==> src/rtl/dacfe_pkg.sv <==
`timescale 1ns/1ps
package dacfe_pkg;
  // interpretation of the data field, set by the order strap
  typedef enum logic {
    ORD_LSB_LEADS = 1'b0,   // D4 is the code MSB
    ORD_MSB_LEADS = 1'b1    // D13 is the code MSB
  } order_e;

  // Default geometry of one frame
  localparam int unsigned ADDR_BITS = 4;
  localparam int unsigned CODE_BITS = 10;
endpackage

==> src/rtl/dacfe_sync.sv <==
`timescale 1ns/1ps
// Multi-stage synchronizer for a bundle of asynchronous inputs.
module dacfe_sync #(
  parameter int unsigned W      = 1,
  parameter int unsigned STAGES = 2
) (
  input  logic         clk,
  input  logic         rst_n,
  input  logic [W-1:0] d,
  output logic [W-1:0] q
);
  logic [W-1:0] pipe [STAGES];

  always_ff @(posedge clk or negedge rst_n) begin
    if (!rst_n) begin
      for (int i = 0; i < STAGES; i++) pipe[i] <= '0;
    end else begin
      pipe[0] <= d;
      for (int i = 1; i < STAGES; i++) pipe[i] <= pipe[i-1];
    end
  end

  assign q = pipe[STAGES-1];
endmodule

==> src/rtl/dacfe_edge.sv <==
`timescale 1ns/1ps
// Rising-edge detector on already-synchronized levels.
module dacfe_edge #(
  parameter int unsigned W = 1
) (
  input  logic         clk,
  input  logic         rst_n,
  input  logic [W-1:0] lvl,
  output logic [W-1:0] rise
);
  logic [W-1:0] prev;

  always_ff @(posedge clk or negedge rst_n) begin
    if (!rst_n) prev <= '0;
    else        prev <= lvl;
  end

  assign rise = lvl & ~prev;
endmodule

==> src/rtl/dacfe_shift.sv <==
`timescale 1ns/1ps
// Frame shift register: new bits enter at the top, the oldest bit sits at
// index 0 and is presented for cascading.
module dacfe_shift #(
  parameter int unsigned FW = 14
) (
  input  logic          clk,
  input  logic          rst_n,
  input  logic          step,
  input  logic          din,
  output logic [FW-1:0] word,
  output logic          tail
);
  logic [FW-1:0] sr;

  always_ff @(posedge clk or negedge rst_n) begin
    if (!rst_n)    sr <= '0;
    else if (step) sr <= {din, sr[FW-1:1]};
  end

  assign word = sr;
  assign tail = sr[0];
endmodule

==> src/rtl/dacfe_bank.sv <==
`timescale 1ns/1ps
// Channel code registers with sparse address decode and master clear.
module dacfe_bank #(
  parameter int unsigned NCH = 10,
  parameter int unsigned CW  = 10,
  parameter int unsigned AW  = 4
) (
  input  logic              clk,
  input  logic              rst_n,
  input  logic              clr,
  input  logic              wr,
  input  logic [AW-1:0]     addr,
  input  logic [CW-1:0]     code,
  output logic [NCH-1:0]    sel,
  output logic [NCH*CW-1:0] codes
);
  for (genvar g = 0; g < NCH; g++) begin : g_ch
    logic [CW-1:0] reg_q;

    assign sel[g] = wr && !clr && (addr == AW'(g + 1));

    always_ff @(posedge clk or negedge rst_n) begin
      if (!rst_n)      reg_q <= '0;
      else if (clr)    reg_q <= '0;
      else if (sel[g]) reg_q <= code;
    end

    assign codes[g*CW +: CW] = reg_q;
  end
endmodule

==> src/rtl/dacfe_top.sv <==
`timescale 1ns/1ps
module dacfe_top
  import dacfe_pkg::*;
#(
  parameter int unsigned NCH         = 10,
  parameter int unsigned CW          = CODE_BITS,
  parameter int unsigned AW          = ADDR_BITS,
  parameter int unsigned SYNC_STAGES = 2
) (
  input  logic              clk,
  input  logic              rst_n,
  input  logic              ser_clk,
  input  logic              ser_dat,
  input  logic              ser_load,
  input  logic              msb_first,
  input  logic              clear_all,
  output logic              ser_out,
  output logic [NCH*CW-1:0] chan_codes
);
  localparam int unsigned FW = AW + CW;

  // bit order swap of the data field
  function automatic logic [CW-1:0] flip_code(input logic [CW-1:0] v);
    logic [CW-1:0] r;
    for (int b = 0; b < CW; b++) r[b] = v[CW-1-b];
    return r;
  endfunction

  // synchronized pin levels: {clear, strap, load, data, clock}
  logic [4:0] pins_s;
  logic [1:0] rises;

  dacfe_sync #(.W(5), .STAGES(SYNC_STAGES)) u_sync (
    .clk   (clk),
    .rst_n (rst_n),
    .d     ({clear_all, msb_first, ser_load, ser_dat, ser_clk}),
    .q     (pins_s)
  );

  dacfe_edge #(.W(2)) u_edge (
    .clk   (clk),
    .rst_n (rst_n),
    .lvl   ({pins_s[2], pins_s[0]}),
    .rise  (rises)
  );

  // named internal events for the checker
  logic          sclk_rise, load_rise, clr_s, dat_s;
  order_e        order_s;
  logic [FW-1:0] frame;
  logic [AW-1:0] frame_addr;
  logic [CW-1:0] frame_raw, frame_code;
  logic [NCH-1:0] upd_sel;

  assign sclk_rise = rises[0];
  assign load_rise = rises[1];
  assign dat_s     = pins_s[1];
  assign order_s   = order_e'(pins_s[3]);
  assign clr_s     = pins_s[4];

  dacfe_shift #(.FW(FW)) u_shift (
    .clk   (clk),
    .rst_n (rst_n),
    .step  (sclk_rise),
    .din   (dat_s),
    .word  (frame),
    .tail  (ser_out)
  );

  assign frame_addr = frame[AW-1:0];
  assign frame_raw  = frame[FW-1:AW];
  assign frame_code = (order_s == ORD_MSB_LEADS) ? frame_raw : flip_code(frame_raw);

  dacfe_bank #(.NCH(NCH), .CW(CW), .AW(AW)) u_bank (
    .clk   (clk),
    .rst_n (rst_n),
    .clr   (clr_s),
    .wr    (load_rise),
    .addr  (frame_addr),
    .code  (frame_code),
    .sel   (upd_sel),
    .codes (chan_codes)
  );
endmodule

==> config.mk <==
export PLATFORM = sky130hd
export DESIGN_NAME = dacfe_top
export DESIGN_NICKNAME = d
export VERILOG_FILES = /design/src/rtl/dacfe_pkg.sv /design/src/rtl/dacfe_sync.sv /design/src/rtl/dacfe_edge.sv /design/src/rtl/dacfe_shift.sv /design/src/rtl/dacfe_bank.sv /design/src/rtl/dacfe_top.sv
export SDC_FILE = /design/constraint.sdc
export NUM_CORES = 1
export LEC_CHECK = 0
export ABC_CLOCK_PERIOD_IN_PS = 4380
export BUFFER_PORTS_ARGS = -buffer_cell sky130_fd_sc_hd__buf_2
export CAP_MARGIN = 20
export CORE_AREA = 10 10 107 109
export DETAILED_ROUTE_END_ITERATION = 12
export DIE_AREA = 0 0 117 119
export HOLD_SLACK_MARGIN = 0.06
export PLACE_DENSITY = 0.83
export SETUP_SLACK_MARGIN = 0.3
export SYNTH_ARGS = -nofsm -noshare
export SYNTH_HDL_FRONTEND = slang
export SYNTH_SLANG_ARGS = --single-unit
==> constraint.sdc <==
create_clock -name clk -period 4.38 [get_ports clk]
set_input_delay 0.876 -clock clk [delete_from_list [all_inputs] [get_ports clk]]
set_output_delay 0.876 -clock clk [all_outputs]
set_load 0.01 [all_outputs]
==> run metrics, run 1 <==
Pins Over Slew Limit 0; Netlist Area Pre-Place 0.005358 mm2; clock root buffer master clkbuf_8; DR vias/cell 5.353; vias 3,394; largest net degree at the start of global routing 79; number of global-route vias before repair 3,580; worst-path fanout max 7; crit end category output pin; DRT iter0 DRCs 325; Total GRT Usage 17.93%; layout cell share with drive strength beyond 1 34.04%; Critical Path, Cell by Cell buf_2; Most used DFF post-synth dfrtp_1; clock tree buffer depth 2; Die Area 0.01392 mm2; HP Class reg2reg; Avg WL per Cell 19.73 um; FF-to-FF path depth 3; CTS tree done; clock-pin transition on the worst setup and hold timing paths 0.06 ns; # DRC 0; clk sink count 126; distinct cell type count after synthesis 16; final hold violation count 0; hpwl dp 8161 um; crit path to ser_out; nets 514; WL final 12,510 um; Synth top cells by count dfrtp_1, mux2i_1, nand2b_1; antenna violations before repair 0; setup bufs post-CTS 0; pwr dens 477.3 mW/mm2; fmax 496.8 MHz; number of flops mapped to enable cells by yosys 0; run status completed; Arr. time, crit path 1.14 ns; n_diodes 0; crit path max-delay cell type dfrtp_1; register bit total from synthesis 126; Mapped Cells 408; GRT Residual Overflow 0; first-pass GRT wire length 19,450 um; PortBufs 107; Worst R2R End u_bank.g_ch[2].reg_q[3]; Starting Density 56.64%; max_slew headroom 36.01%; P_leak 3.720 nW; CORE AREA 0.009459 mm2; RSZ-0062 raised after global routing no; GPL Wtd Cong 0.7860; synth warn 0; CTS-repair resized insts 0; Pre-antenna DRT Iters 4; Avg Inst Size Synth 13.13 um2; Worst-Margin Slew 0.9599 ns; Syn-to-layout area delta 21.39%; top cell type's share of synthesized area 58.85%; H-Tree Depth 4; Top delay family on crit path flip-flops; Chip Height 119 um; Hold-fix buffers, CTS 0; final setup vio count 0; Final Cycle Share 45.96%; max incr delay on CP 0.43 ns; FF-to-FF Start u_shift.word[3]; syn nets 415; Die X 117 um; asr flop ratio synth 100.0%; Clk Latency, worst-skew pair 0.52 ns; R2R setup slack 2.55 ns; Final Skew 0.01088 ns; CP Launch Point u_shift.word[0]; CTS buffer count 17; I/O pin cnt 108; FP Rows 36; CP Depth 1; Final Cell Area 0.006504 mm2; Worst EP required 3.50 ns; Setup Crit Path Kind reg2out; count leader, synth dfrtp_1; worst vdd ir 0.0003233 V; WP buf/inv 1; Seq/Total Area, Yosys 58.85%; Final min period 2.013 ns; max capacitance violation total 0; largest area contributor in the netlist dfrtp_1; Synth area leaders dfrtp_1, mux2i_1, nand2b_1; DP Area 0.005927 mm2; Worst setup SP type flip-flop; setup_tns 0 ns; antenna viol nets, final 0
-- through the flow --
stage | util [%] | cells | total power, W | worst slack [ns] | hold slack, ns
2_1_floorplan | - | 408 | 0.001620 | 2.982 | 0.3312
3_3_place_gp | 62.66 | 601 | 0.001758 | 2.292 | 0.3334
3_5_place_dp | 62.66 | 601 | 0.001779 | 2.254 | 0.3347
4_1_cts | 68.68 | 633 | 0.003116 | 2.355 | 0.3481
5_1_grt | 68.76 | 634 | 0.003208 | 2.319 | 0.3512
6_report | 68.76 | 634 | 0.003104 | 2.367 | 0.3469
-- report_power, final --
group / switching, W / internal (W)
clock: 0.000516 / 0.000822
combinational: 0.000250 / 0.000170
sequential: 0.0000927 / 0.00125
total: 0.000859 / 0.00225
-- layer usage --
metal	track usage (%)	vias up	part of all wire, %
met4	6.182	0	1.4
met5	0	-	0
met3	4.618	13	7.3
met1	22.66	1728	43
li1	-	1549	-
met2	29.09	104	48
-- layout by cell type (no fill, tap or decap) --
cell type	synthesis	routed
dfrtp_1	126	125
mux2i_1	110	110
buf_2	3	106
nand2b_1	100	100
clkbuf_16	0	16
mux2_2	14	14
or2_2	10	10
nand2_2	8	8
clkinv_2	0	5
buf_4	2	5
clkinvlp_4	0	4
nor2b_1	3	3
and3_1	2	2
clkbuf_8	0	2
bufinv_16	0	2
inv_6	0	2
nor4bb_1	1	1
nor4b_2	1	1
nor2_1	1	1
and4bb_1	1	1
clkinv_4	0	1
dfrtp_2	0	1
-- area by class of cell --
type                       count  area, um2
clock buffer                  18      427.9
clock inverter                14      141.4
fill                         659       2955
multi-input combinational    251       2069
sequential                   126       3154
tap                          114      142.6
timing repair buffer         111      568.0
-- cells by family (layout without fill, tap and decap cells) --
family | Yosys count | in the layout | share of synthesized area, %
mux | 124 | 124 | 23.49
buf+inv | 31 | 143 | 2.522
flops | 126 | 126 | 58.85
simple gates | 127 | 127 | 15.13
-- registers in the layout (all words and copies together) (netlist names) --
signal / count
u_sync.q: 5
u_bank.g_ch.reg_q: 100
u_sync.pipe: 5
u_shift.word: 14
u_edge.prev: 2
-- worst min-delay path by stage --
stage	from	end	slack [ns]	cells past startpoint
detailed placement	u_sync.pipe[5]	u_sync.q[0]	0.33	0
global route	u_sync.pipe[9]	u_sync.q[4]	0.35	0
CTS	u_sync.pipe[6]	u_sync.q[1]	0.35	0
global placement	u_sync.pipe[5]	u_sync.q[0]	0.33	0
finish	u_sync.pipe[6]	u_sync.q[1]	0.35	0
floorplan	u_sync.pipe[5]	u_sync.q[0]	0.33	0
Power figures use the tool's default switching activity.
==> run 2: changes to the inputs <==
--- a/config.mk
+++ b/config.mk
@@ -5,14 +5,14 @@
 export SDC_FILE = /design/constraint.sdc
 export NUM_CORES = 1
 export LEC_CHECK = 0
-export ABC_CLOCK_PERIOD_IN_PS = 4380
+export ABC_CLOCK_PERIOD_IN_PS = 2100
 export BUFFER_PORTS_ARGS = -buffer_cell sky130_fd_sc_hd__buf_2
 export CAP_MARGIN = 20
-export CORE_AREA = 10 10 107 109
+export CORE_AREA = 10 10 110 112
 export DETAILED_ROUTE_END_ITERATION = 12
-export DIE_AREA = 0 0 117 119
+export DIE_AREA = 0 0 120 122
 export HOLD_SLACK_MARGIN = 0.06
-export PLACE_DENSITY = 0.83
+export PLACE_DENSITY = 0.79
 export SETUP_SLACK_MARGIN = 0.3
 export SYNTH_ARGS = -nofsm -noshare
 export SYNTH_HDL_FRONTEND = slang
==> constraint.sdc (replaced) <==
create_clock -name clk -period 2.1 [get_ports clk]
set_input_delay 0.42 -clock clk [delete_from_list [all_inputs] [get_ports clk]]
set_output_delay 0.42 -clock clk [all_outputs]
set_load 0.01 [all_outputs]
==> run 2 against run 1 <==
- final area up 1.3%
- worst setup slack got worse by 1.9 ns
- critical path depth rose by 2
- sequential power rose by 110%
- first-iteration DRC count grew 7.4%
- critical path type is now reg2reg
- critical endpoint is now u_bank.g_ch[2].reg_q[8]
- largest cell class unchanged
- largest power group unchanged
==> run metrics, run 2 (synthesis gave the netlist of run 1 again) <==
Die X 120 um (+2.6%); Setup Crit Path Kind reg2reg; multi-input logic area 0.002072 mm2 (+0.12%); pre-CTS setup slack 0.2979 ns (-1.956 ns); GPL Wtd Cong 0.7837 (-0.29%); H-Tree Depth 4 (unchanged); clk sink count 126 (unchanged); crit end category flip-flop; Chip Height 122 um (+2.5%); clock-pin transition on the worst setup and hold timing paths 0.06 ns (about the same); run status completed; RSZ-0062 raised after global routing no; vias 3,434 (+1.2%); Critical Path, Cell by Cell nor4b_2 > and3_2 > mux2i_1; fmax 609.6 MHz; FP Rows 37 (+2.8%); Top Metal Used met4; WP buf/inv 0 (-1); met2 WL post-DR 6204 um (+2.5%); Total GRT Usage 18.39% (+0.46 points); HP Class reg2reg; Syn-to-layout area delta 22.93%; CORE AREA 0.01005 mm2 (+6.2%); Largest Register u_bank.g_ch.reg_q; Pins Over Slew Limit 0 (unchanged); Die Area 0.01464 mm2 (+5.1%); max_slew headroom 56.55% (+21 points); number of global-route vias before repair 3,705 (+3.5%); hpwl dp 8512 um (+4.3%); max incr delay on CP 0.46 ns (+0.03 ns); # DRC 0 (unchanged); Final Skew 0.009053 ns (-0.001824 ns); DRT iter0 DRCs 349 (+7.4%); register area 0.003154 mm2 (unchanged); Worst EP required 2.53 ns (-0.97 ns); I/O pin cnt 108 (unchanged); max capacitance violation total 0 (unchanged); Starting Density 53.33% (-3.3 points); antenna violations before repair 0 (unchanged); nets 523 (+1.8%); Filler Cell Count 756 (+15%); worst vdd ir 0.0005288 V (+64%); worst-path fanout max 10 (+3); clock tree buffer depth 2 (unchanged); setup_tns 0 ns (unchanged); P_leak 3.750 nW (+0.81%); Worst setup SP type flip-flop; Top delay family on crit path simple AND/OR/NAND/NOR gates; CTS buffer count 17 (unchanged); clock root buffer master clkbuf_8; commonest non-fill, non-tap cell in the layout dfrtp_1; Pre-antenna DRT Iters 4 (unchanged); antenna viol nets, final 0 (unchanged); GRT Residual Overflow 0 (unchanged); Final min period 1.640 ns; PortBufs 107 (unchanged); crit path max-delay cell type and3_2; largest net degree at the start of global routing 51 (-35%); final hold violation count 0 (unchanged); final core utilization 65.56% (-3.2 points); met1 wire length 5562 um (+3.6%); setup slack after layout 0.4595 ns (-1.908 ns); Arr. time, crit path 2.07 ns (+0.93 ns); Avg WL per Cell 19.37 um (-1.8%); n_diodes 0 (unchanged); DR vias/cell 5.172 (-3.4%); setup bufs post-CTS 0 (unchanged); WL final 12,860 um (+2.8%); Final Cycle Share 78.12%; most frequent cells in the layout dfrtp_1, mux2i_1, buf_2; Worst-Margin Slew 0.6518 ns (-0.3081 ns); final setup vio count 0 (unchanged); layout cell share with drive strength beyond 1 33.33% (-0.71 points); pwr dens 950.3 mW/mm2 (+99%); max reg flops 100 (unchanged); CTS tree done; Clk Latency, worst-skew pair 0.52 ns (about the same); first-pass GRT wire length 20,680 um (+6.3%); routed wl met3 879 um (-3.4%)
run 2: path summary, 6_finish.rpt:
kind	start	endpoint	slack, ns	cells after the start
setup reg to reg	u_shift.word[3]	u_bank.g_ch[2].reg_q[8]	0.46	3
hold / removal	u_sync.pipe[8]	u_sync.q[3]	0.34	0
min in group asynchronous	rst_n	u_bank.g_ch[5].reg_q[0]	0.48	2
setup / recovery	u_shift.word[3]	u_bank.g_ch[2].reg_q[8]	0.46	3
max in group asynchronous	rst_n	u_bank.g_ch[0].reg_q[2]	0.99	3
hold reg to reg	u_sync.pipe[8]	u_sync.q[3]	0.34	0
run 2: routing by layer:
layer  vias to the layer above  GRT usage, %
li1                       1582             -
met1                      1716         22.86
met2                       116         28.85
met3                        20         6.938
met4                         0         6.787
met5                         -             0
run 2: area by class of cell:
cell class / instances / share of cell area, %
clock inverter: 8 / 1.026
multi-input combinational: 251 / 31.46
sequential: 126 / 47.89
tap: 136 / 2.584
clock buffer: 23 / 6.782
timing repair buffer: 120 / 10.26
run 2: where the power goes:
part	switching, W	total (W)	internal (W)
Sequential	0.000186	0.00280	0.00262
Clock	0.000984	0.00256	0.00158
Combinational	0.000524	0.000896	0.000373
Total	0.00169	0.00626	0.00457
run 2: through the flow:
stage               power [W]  instances  instance area [um2]  hold slack, ns
floorplan            0.003378        408                 5358          0.1244
global placement     0.003699        627                 6010          0.3344
detailed placement   0.003734        627                 6010          0.3347
CTS                  0.006303        664                 6585          0.3477
global route         0.006525        664                 6586          0.3492
finish               0.006259        664                 6586          0.3440
run 2: repair_timing:
item | 4_1_cts | 5_1_grt
gates resized for setup | 1 | 1
hold buffers | 6 | 0
hold endpoints to repair | 48 | 0
setup endpoints to repair | 1 | 8
